<file path="src/rtl/prc_pkg.sv">
package prc_pkg;

  typedef enum logic [1:0] {
    PREC_NARROW = 2'b00,
    PREC_MID    = 2'b01,
    PREC_WIDE   = 2'b10,
    PREC_FULL   = 2'b11
  } prec_e;

  localparam int NUM_PREC = 4;

  // number of low bits dropped for a given precision code
  function automatic int drop_bits(input int code, input int w,
                                   input int ka, input int kb, input int kc);
    case (code)
      0:       return w - ka;
      1:       return w - kb;
      2:       return w - kc;
      default: return 0;
    endcase
  endfunction

endpackage

</file>
<file path="src/rtl/prc_round.sv">
module prc_round
  import prc_pkg::*;
#(
  parameter int W      = 13,
  parameter int KEEP_A = 8,
  parameter int KEEP_B = 10,
  parameter int KEEP_C = 12
) (
  input  logic         clk,
  input  logic         rst,
  input  logic [W-1:0] x_i,
  input  logic [1:0]   sel_i,
  input  logic         uns_i,
  output logic [W:0]   sum_q,
  output prec_e        sel_q,
  output logic         uns_q
);

  localparam int SW = W + 1;

  logic [SW-1:0] half_vec [NUM_PREC];

  for (genvar g = 0; g < NUM_PREC; g++) begin : g_half
    localparam int D = drop_bits(g, W, KEEP_A, KEEP_B, KEEP_C);
    if (D > 0) begin : g_add
      assign half_vec[g] = SW'(1) << (D - 1);
    end else begin : g_none
      assign half_vec[g] = '0;
    end
  end

  logic [SW-1:0] ext;
  logic [SW-1:0] sum_d;

  always_comb begin
    ext   = uns_i ? {1'b0, x_i} : {x_i[W-1], x_i};
    sum_d = ext + half_vec[sel_i];
  end

  always_ff @(posedge clk) begin
    if (rst) begin
      sum_q <= '0;
      sel_q <= PREC_NARROW;
      uns_q <= 1'b0;
    end else begin
      sum_q <= sum_d;
      sel_q <= prec_e'(sel_i);
      uns_q <= uns_i;
    end
  end


  sel_follow_chk: assert property (@(posedge clk) disable iff (rst)
    1'b1 |=> sel_q == prec_e'($past(sel_i)));

endmodule

</file>
<file path="src/rtl/prc_clamp.sv">
module prc_clamp
  import prc_pkg::*;
#(
  parameter int W      = 13,
  parameter int KEEP_A = 8,
  parameter int KEEP_B = 10,
  parameter int KEEP_C = 12
) (
  input  logic         clk,
  input  logic         rst,
  input  logic [W:0]   sum_i,
  input  prec_e        sel_i,
  input  logic         uns_i,
  output logic [W-1:0] dout_q,
  output prec_e        prec_q
);

  logic [W-1:0] mask_vec [NUM_PREC];
  logic [W-1:0] umax_vec [NUM_PREC];
  logic [W-1:0] smax_vec [NUM_PREC];

  for (genvar g = 0; g < NUM_PREC; g++) begin : g_lim
    localparam int D = drop_bits(g, W, KEEP_A, KEEP_B, KEEP_C);
    if (D > 0) begin : g_cut
      assign mask_vec[g] = W'((64'(1) << D) - 64'(1));
    end else begin : g_keep
      assign mask_vec[g] = '0;
    end
    assign umax_vec[g] = ~mask_vec[g];
    assign smax_vec[g] = {1'b0, {(W-1){1'b1}}} & ~mask_vec[g];
  end

  logic         ovf;
  logic [W-1:0] res_d;

  always_comb begin
    if (uns_i) ovf = sum_i[W];
    else       ovf = ~sum_i[W] & sum_i[W-1];
    if (ovf)   res_d = uns_i ? umax_vec[sel_i] : smax_vec[sel_i];
    else       res_d = sum_i[W-1:0] & ~mask_vec[sel_i];
  end

  always_ff @(posedge clk) begin
    if (rst) begin
      dout_q <= '0;
      prec_q <= PREC_NARROW;
    end else begin
      dout_q <= res_d;
      prec_q <= sel_i;
    end
  end


  low_clear_chk: assert property (@(posedge clk) disable iff (rst)
    (dout_q & mask_vec[prec_q]) == '0);


  uns_sat_chk: assert property (@(posedge clk) disable iff (rst)
    (uns_i && sum_i[W]) |=> dout_q == umax_vec[prec_q]);


  sgn_sat_chk: assert property (@(posedge clk) disable iff (rst)
    (!uns_i && !sum_i[W] && sum_i[W-1]) |=> dout_q == smax_vec[prec_q]);


  full_pass_chk: assert property (@(posedge clk) disable iff (rst)
    (sel_i == PREC_FULL) |=> dout_q == $past(sum_i[W-1:0]));

endmodule

</file>
<file path="src/rtl/pix_round_clamp.sv">
module pix_round_clamp
  import prc_pkg::*;
#(
  parameter int W      = 13,
  parameter int KEEP_A = 8,
  parameter int KEEP_B = 10,
  parameter int KEEP_C = 12
) (
  input  logic         clk,
  input  logic         rst,
  input  logic [W-1:0] mix_res,
  input  logic [1:0]   prec_sel,
  input  logic         fmt_uns,
  input  logic         oe_n,
  output logic [W-1:0] dout,
  output logic         dout_oe
);

  logic [W:0] sum_s;
  prec_e      sel_s;
  logic       uns_s;
  prec_e      prec_out;

  prc_round #(.W(W), .KEEP_A(KEEP_A), .KEEP_B(KEEP_B), .KEEP_C(KEEP_C)) u_round (
    .clk   (clk),
    .rst   (rst),
    .x_i   (mix_res),
    .sel_i (prec_sel),
    .uns_i (fmt_uns),
    .sum_q (sum_s),
    .sel_q (sel_s),
    .uns_q (uns_s)
  );

  prc_clamp #(.W(W), .KEEP_A(KEEP_A), .KEEP_B(KEEP_B), .KEEP_C(KEEP_C)) u_clamp (
    .clk    (clk),
    .rst    (rst),
    .sum_i  (sum_s),
    .sel_i  (sel_s),
    .uns_i  (uns_s),
    .dout_q (dout),
    .prec_q (prec_out)
  );

  assign dout_oe = ~oe_n;


  rst_clear_chk: assert property (@(posedge clk)
    rst |=> dout == '0);


  oe_track_chk: assert property (@(posedge clk) disable iff (rst)
    $fell(oe_n) |-> dout_oe);

endmodule

</file>
<file path="config.mk">
export PLATFORM = sky130hd
export DESIGN_NAME = pix_round_clamp
export DESIGN_NICKNAME = d
export VERILOG_FILES = /design/src/rtl/prc_pkg.sv /design/src/rtl/prc_round.sv /design/src/rtl/prc_clamp.sv /design/src/rtl/pix_round_clamp.sv
export SDC_FILE = /design/constraint.sdc
export NUM_CORES = 1
export LEC_CHECK = 0
export ABC_AREA = 1
export BUFFER_PORTS_ARGS = -buffer_cell sky130_fd_sc_hd__clkbuf_2
export CAP_MARGIN = 20
export CORE_MARGIN = 4
export CORE_UTILIZATION = 38
export CTS_CLUSTER_DIAMETER = 80
export DETAILED_ROUTE_END_ITERATION = 7
export PLACE_DENSITY = 0.66
export SKIP_LAST_GASP = 1
export SLEW_MARGIN = 25
export SYNTH_ARGS = -nofsm -noshare
export SYNTH_HDL_FRONTEND = slang
export SYNTH_SLANG_ARGS = --single-unit
export TNS_END_PERCENT = 1
</file>
<file path="constraint.sdc">
create_clock -name clk -period 2.7 [get_ports clk]
set_input_delay 0.54 -clock clk [delete_from_list [all_inputs] [get_ports clk]]
set_output_delay 0.54 -clock clk [all_outputs]
set_load 0.02 [all_outputs]
</file>
== Word-level counts from Yosys, hierarchy flattened ==
Cells that the tools add are included.

* Output and inout bits: 14
* Register bits after elaboration: 30
* Input port bits: 19
* Word-level logic and storage cells: 30

* Order comparisons: 2
* Mux-type cells: 16
* Bitwise operators: 7
* Add/sub/neg operators: 1

{| class="wikitable"
|+ Operators by type and width
! cell !! number
|-
| 2-to-1 mux 13 bit || 8
|-
| binary-select mux 13 bit (select 2 bit) || 3
|-
| 2-to-1 mux 14 bit || 3
|-
| binary-select mux 14 bit (select 2 bit) || 1
|-
| adder 14 bit || 1
|-
| AND 13 bit || 1
|-
| inverter 13 bit || 1
|-
| >= comparator 3 bit, second input constant || 2
|-
| inverter 2 -> 3 bit || 2
|-
| inverter 1 bit || 2
|-
| AND 1 bit || 1
|-
| 2-to-1 mux 1 bit || 1
|}

== Depth between registers and ports, before layout ==
* Depth after elaboration: 7
* Depth in mapped cells: 10
* Mapped depth without buffers: 10

== Hierarchy ==
A second synthesis with hierarchy kept.

* Cell total of the unflattened synthesis: 205
* Area, all modules: 1,416.4 um2

{| class="wikitable"
|+ By module, submodules not included
! module !! seq. area each (um2) !! instances !! cells each !! area each (um2)
|-
| prc_round || 340.3 || 1 || 127 || 839.6
|-
| prc_clamp || 300.3 || 1 || 77 || 573.0
|-
| pix_round_clamp || 0.0 || 1 || 1 || 3.8
|}

== Least setup slack after synthesis ==
OpenSTA, ideal clock, no wires.

* Kind: input-to-reg
* Start: input prec_sel[1]
* End: register u_round.sum_q[8]
* Buffers on the path: 0
* Setup time: 113 ps
* Setup slack: 1,102 ps
* Data arrival time: 1,485 ps
* Data required time: 2,587 ps
* Stages: 10
* Cells stage by stage: inv_1 -> nor2_1 -> ha_1 -> ha_1 -> nand3_1 -> nand2_1 -> a21oi_1 -> nand2_1 -> nand2_1 -> nor2_1

* Longest elaborated chain between the ends: 5

{| class="wikitable"
|+ Ends and longest elaborated chain
! what !! line !! RTL
|-
| start: declaration || pix_round_clamp.sv:12 || <nowiki>input logic [1:0] prec_sel,</nowiki>
|-
| inverter 2 -> 3 bit (implied by the code) || prc_round.sv:37 || <nowiki>sum_d = ext + half_vec[sel_i];</nowiki>
|-
| binary-select mux 14 bit (select 2 bit) || prc_round.sv:37 ||
|-
| 2-to-1 mux 14 bit (implied by the code) (2 in series) || prc_round.sv:37 ||
|-
| adder 14 bit || prc_round.sv:37 ||
|-
| end signal: assignment || prc_round.sv:46 || <nowiki>sum_q <= sum_d;</nowiki>
|-
| end: declaration || prc_round.sv:14 || <nowiki>output logic [W:0] sum_q,</nowiki>
|}

No other way between the ends. The select of a mux whose other input is x is not followed.
A chain may end at the register's enable or synchronous reset.

== Worst setup path after layout ==
Same ends and word-level chain as after synthesis.

==> summary.txt <==
Outcome
  – Status: finished clean

Global routing
  – Largest net degree at the start of global routing: 19
  – Vias in the first global route: ~1000
  – GRT overflow: 0
  – Global-route wire length before repair: between 4000 and 5000 um
  – Gr usage total: 0.1315
  – Antenna violations before repair: 0

Die
  – Die area: roughly 0.0044 mm^2
  – Initial core utilization: 0.4100
  – Die Width: 66.10 um
  – Placeable Area: approximately 0.0031 mm^2
  – Die height: around 66 um
  – I/O pin total: 33
  – Placement row count: 20

Placement
  – Final GP Congestion: roughly 0.9
  – DP HPWL: 1910 um
  – Port bufs: 32
  – Placed Instances: between 200 and 300
  – Post-Place Worst Slack: roughly 0.8 ns

Timing
  – Slew headroom: 0.6808
  – Worst-margin pin slew: between 0.4 and 0.5 ns
  – Setup TNS Final: 0 ns
  – Setup violators final: 0
  – Final Hold Fails: 0
  – Clock Skews: around 0.0036 ns
  – RSZ-0062 raised after global routing: no
  – Hold_ws: slightly above 0.4 ns
  – Final Slew Violations: 0
  – Final worst slack: 1.154 ns
  – Fin crit share: 0.5725
  – Minimum clock period: ~1.5 ns
  – Fmax: 0.6469 GHz

Synthesis
  – Cell area after synthesis: approximately 0.0013 mm^2
  – Sequential share of the synthesized area: 0.4683
  – Post-Syn Instances: around 180
  – Distinct cells, synth: 21
  – Syn avg cell area: 7.165 um^2
  – Total nets after synthesis: between 200 and 250
  – Syn. warnings: 0
  – #FFs+latches synth: 30

Layout
  – Area growth syn-to-layout: 20.20%
  – Final cell count without fillers: 260
  – Fill cell count: around 320
  – ANT cells: 0
  – FF+latch area: 600.6 um^2
  – Multi-input logic area: 549.3 um^2
  – Post-layout nets: 238
  – Layout cell share with drive strength beyond 1: 0.2083

Power and ir drop
  – Pwr per Cell Area: 562.4 mW/mm^2
  – Maximum VDD drop: 0.2437 mV
  – Overall Power: roughly 870 uW
  – Pleak: around 0.85 nW

Critical path
  – Setup crit end kind: flop
  – Critical Path Fanout Max: 4
  – Critical path class: input port to flop
  – Reg2reg path depth: 5
  – WP data arrival: roughly 1.8 ns
  – Worst Path Required: roughly 2.9 ns
  – Startpoint types: input port

Flow run
  – Max cap viols: 0

Drt
  – Routed WL: 2437 um
  – First-pass DRT Iterations: 4
  – Remaining antenna violation count: 0
  – DR DRC count: 0
  – Mean routed wirelength per cell: 9.373 um
  – Vias per cell: 4.300
  – Total number of vias: approximately 1100
  – Detailed Route Iter0 Violations: 39

CTS
  – Hold_buf cts: 0
  – Clk_lat worst skew: between 0.3 and 0.4 ns
  – Total number of H-tree levels: 2
  – Setup bufs post-CTS: 0
  – CTS Buf Count: 5
  – Post-CTS sizing: 0
  – Clk buf depth: 2
  – Clock Pin Slew Worst Setup and Hold Paths: around 0.09 ns
  – TritonCTS clock tree: yes
  – Clock sink total: 30
  – Clk root buf: clkbuf_4

Min path
  – WHS Path Cells: 3
  – Hold Path Class: input port to flop
-- where the power goes --
group          switching (mW)  leakage (nW)  internal [mW]
clock network           0.148        0.0353          0.126
registers             0.00618         0.249          0.469
logic                  0.0755         0.569         0.0423
total                   0.230         0.853          0.637
-- registers in the layout, indices dropped and copies added, names as in the netlist --
register / count
u_round.sum_q: 14
u_clamp.dout_q: 13
u_round.sel_q: 2
u_round.uns_q: 1
-- metrics by stage --
step                area, um^2  utilization
floorplan                 1282            -
CTS                       1541       0.4928
global route              1541       0.4928
global placement          1481       0.4736
detailed placement        1481       0.4736
finish                    1541       0.4928
-- cell type report --
| cell class | count | area share |
|---|---|---|
| multi-input combinational | 115 | 0.3563 |
| inverter | 31 | 0.07549 |
| clock buffer | 7 | 0.03571 |
| sequential | 30 | 0.3896 |
| clock inverter | 1 | 0.003247 |
| tap | 44 | 0.03571 |
| timing repair buffer | 32 | 0.1039 |
-- logic make-up (layout without fill, tap and decap cells) --
group | after synthesis | after routing | synth area share
AND/OR/NAND/NOR | 83 | 83 | 0.2712
buffers and inverters | 34 | 71 | 0.1034
flip-flops | 30 | 30 | 0.4683
AO/OA/AOI/OAI | 27 | 27 | 0.1112
adder cells (fa/ha/maj) | 4 | 4 | 0.03903
XOR/XNOR | 1 | 1 | 0.006831
-- synth_stat cells, drive strengths merged --
master  count  area [um^2]
nand2      38        152.6
nor2       35        141.4
inv        31        116.4
dfxtp      30        600.6
o21ai      15        75.07
a21oi       9        45.04
nand3       8        40.04
ha          4        50.05
buf         2        12.51
clkbuf      1        3.750
nand3b      1        7.510
nand4       1        6.260
o211ai      1        7.510
o21a        1        7.510
o21bai      1        7.510
xnor2       1        8.760
-- final timing paths --
| kind | start | end | slack [ns] |
|---|---|---|---|
| max | prec_sel[1] | u_round.sum_q[8]$_SDFF_PP0_ | 1.15 |
| min | fmt_uns | u_round.uns_q$_SDFF_PP0_ | 0.40 |
| max reg2reg | u_round.uns_q$_SDFF_PP0_ | u_clamp.dout_q[1]$_SDFF_PP0_ | 1.62 |
| min reg2reg | u_round.sum_q[4]$_SDFF_PP0_ | u_clamp.dout_q[4]$_SDFF_PP0_ | 0.45 |
-- worst max-delay path, cell delays in order --
cell and delay (ns):
clkbuf_2 0.10, inv_1 0.07, nor2_1 0.04, ha_1 0.19, ha_1 0.25, nand3_1 0.10, nand2_1 0.11, a21oi_1 0.20
nand2_1 0.07, nand2_1 0.06, nor2_1 0.04
-- per-layer routing --
| metal | track usage | wire length [um] | up-vias | share of wire |
|---|---|---|---|---|
| met3 | 0.04082 | 118 | 7 | 0.048 |
| li1 | - | - | 622 | - |
| met1 | 0.1510 | 1135 | 465 | 0.47 |
| met2 | 0.2094 | 1108 | 24 | 0.45 |
| met5 | 0 | 0 | - | 0 |
| met4 | 0.08376 | 75 | 0 | 0.031 |
-- cells in the final DEF, fill, tap and decap left out, types with 4 or more instances in the layout --
| cell | n |
|---|---|
| clkbuf_4 | 5 |
| dfxtp_1 | 30 |
| nand2_2 | 4 |
| clkbuf_2 | 32 |
| o21ai_0 | 14 |
| nor2_1 | 33 |
| inv_1 | 31 |
| ha_1 | 4 |
| nand2_1 | 34 |
| a21oi_1 | 9 |
| nand3_1 | 8 |
Power figures use the tool's default switching activity.
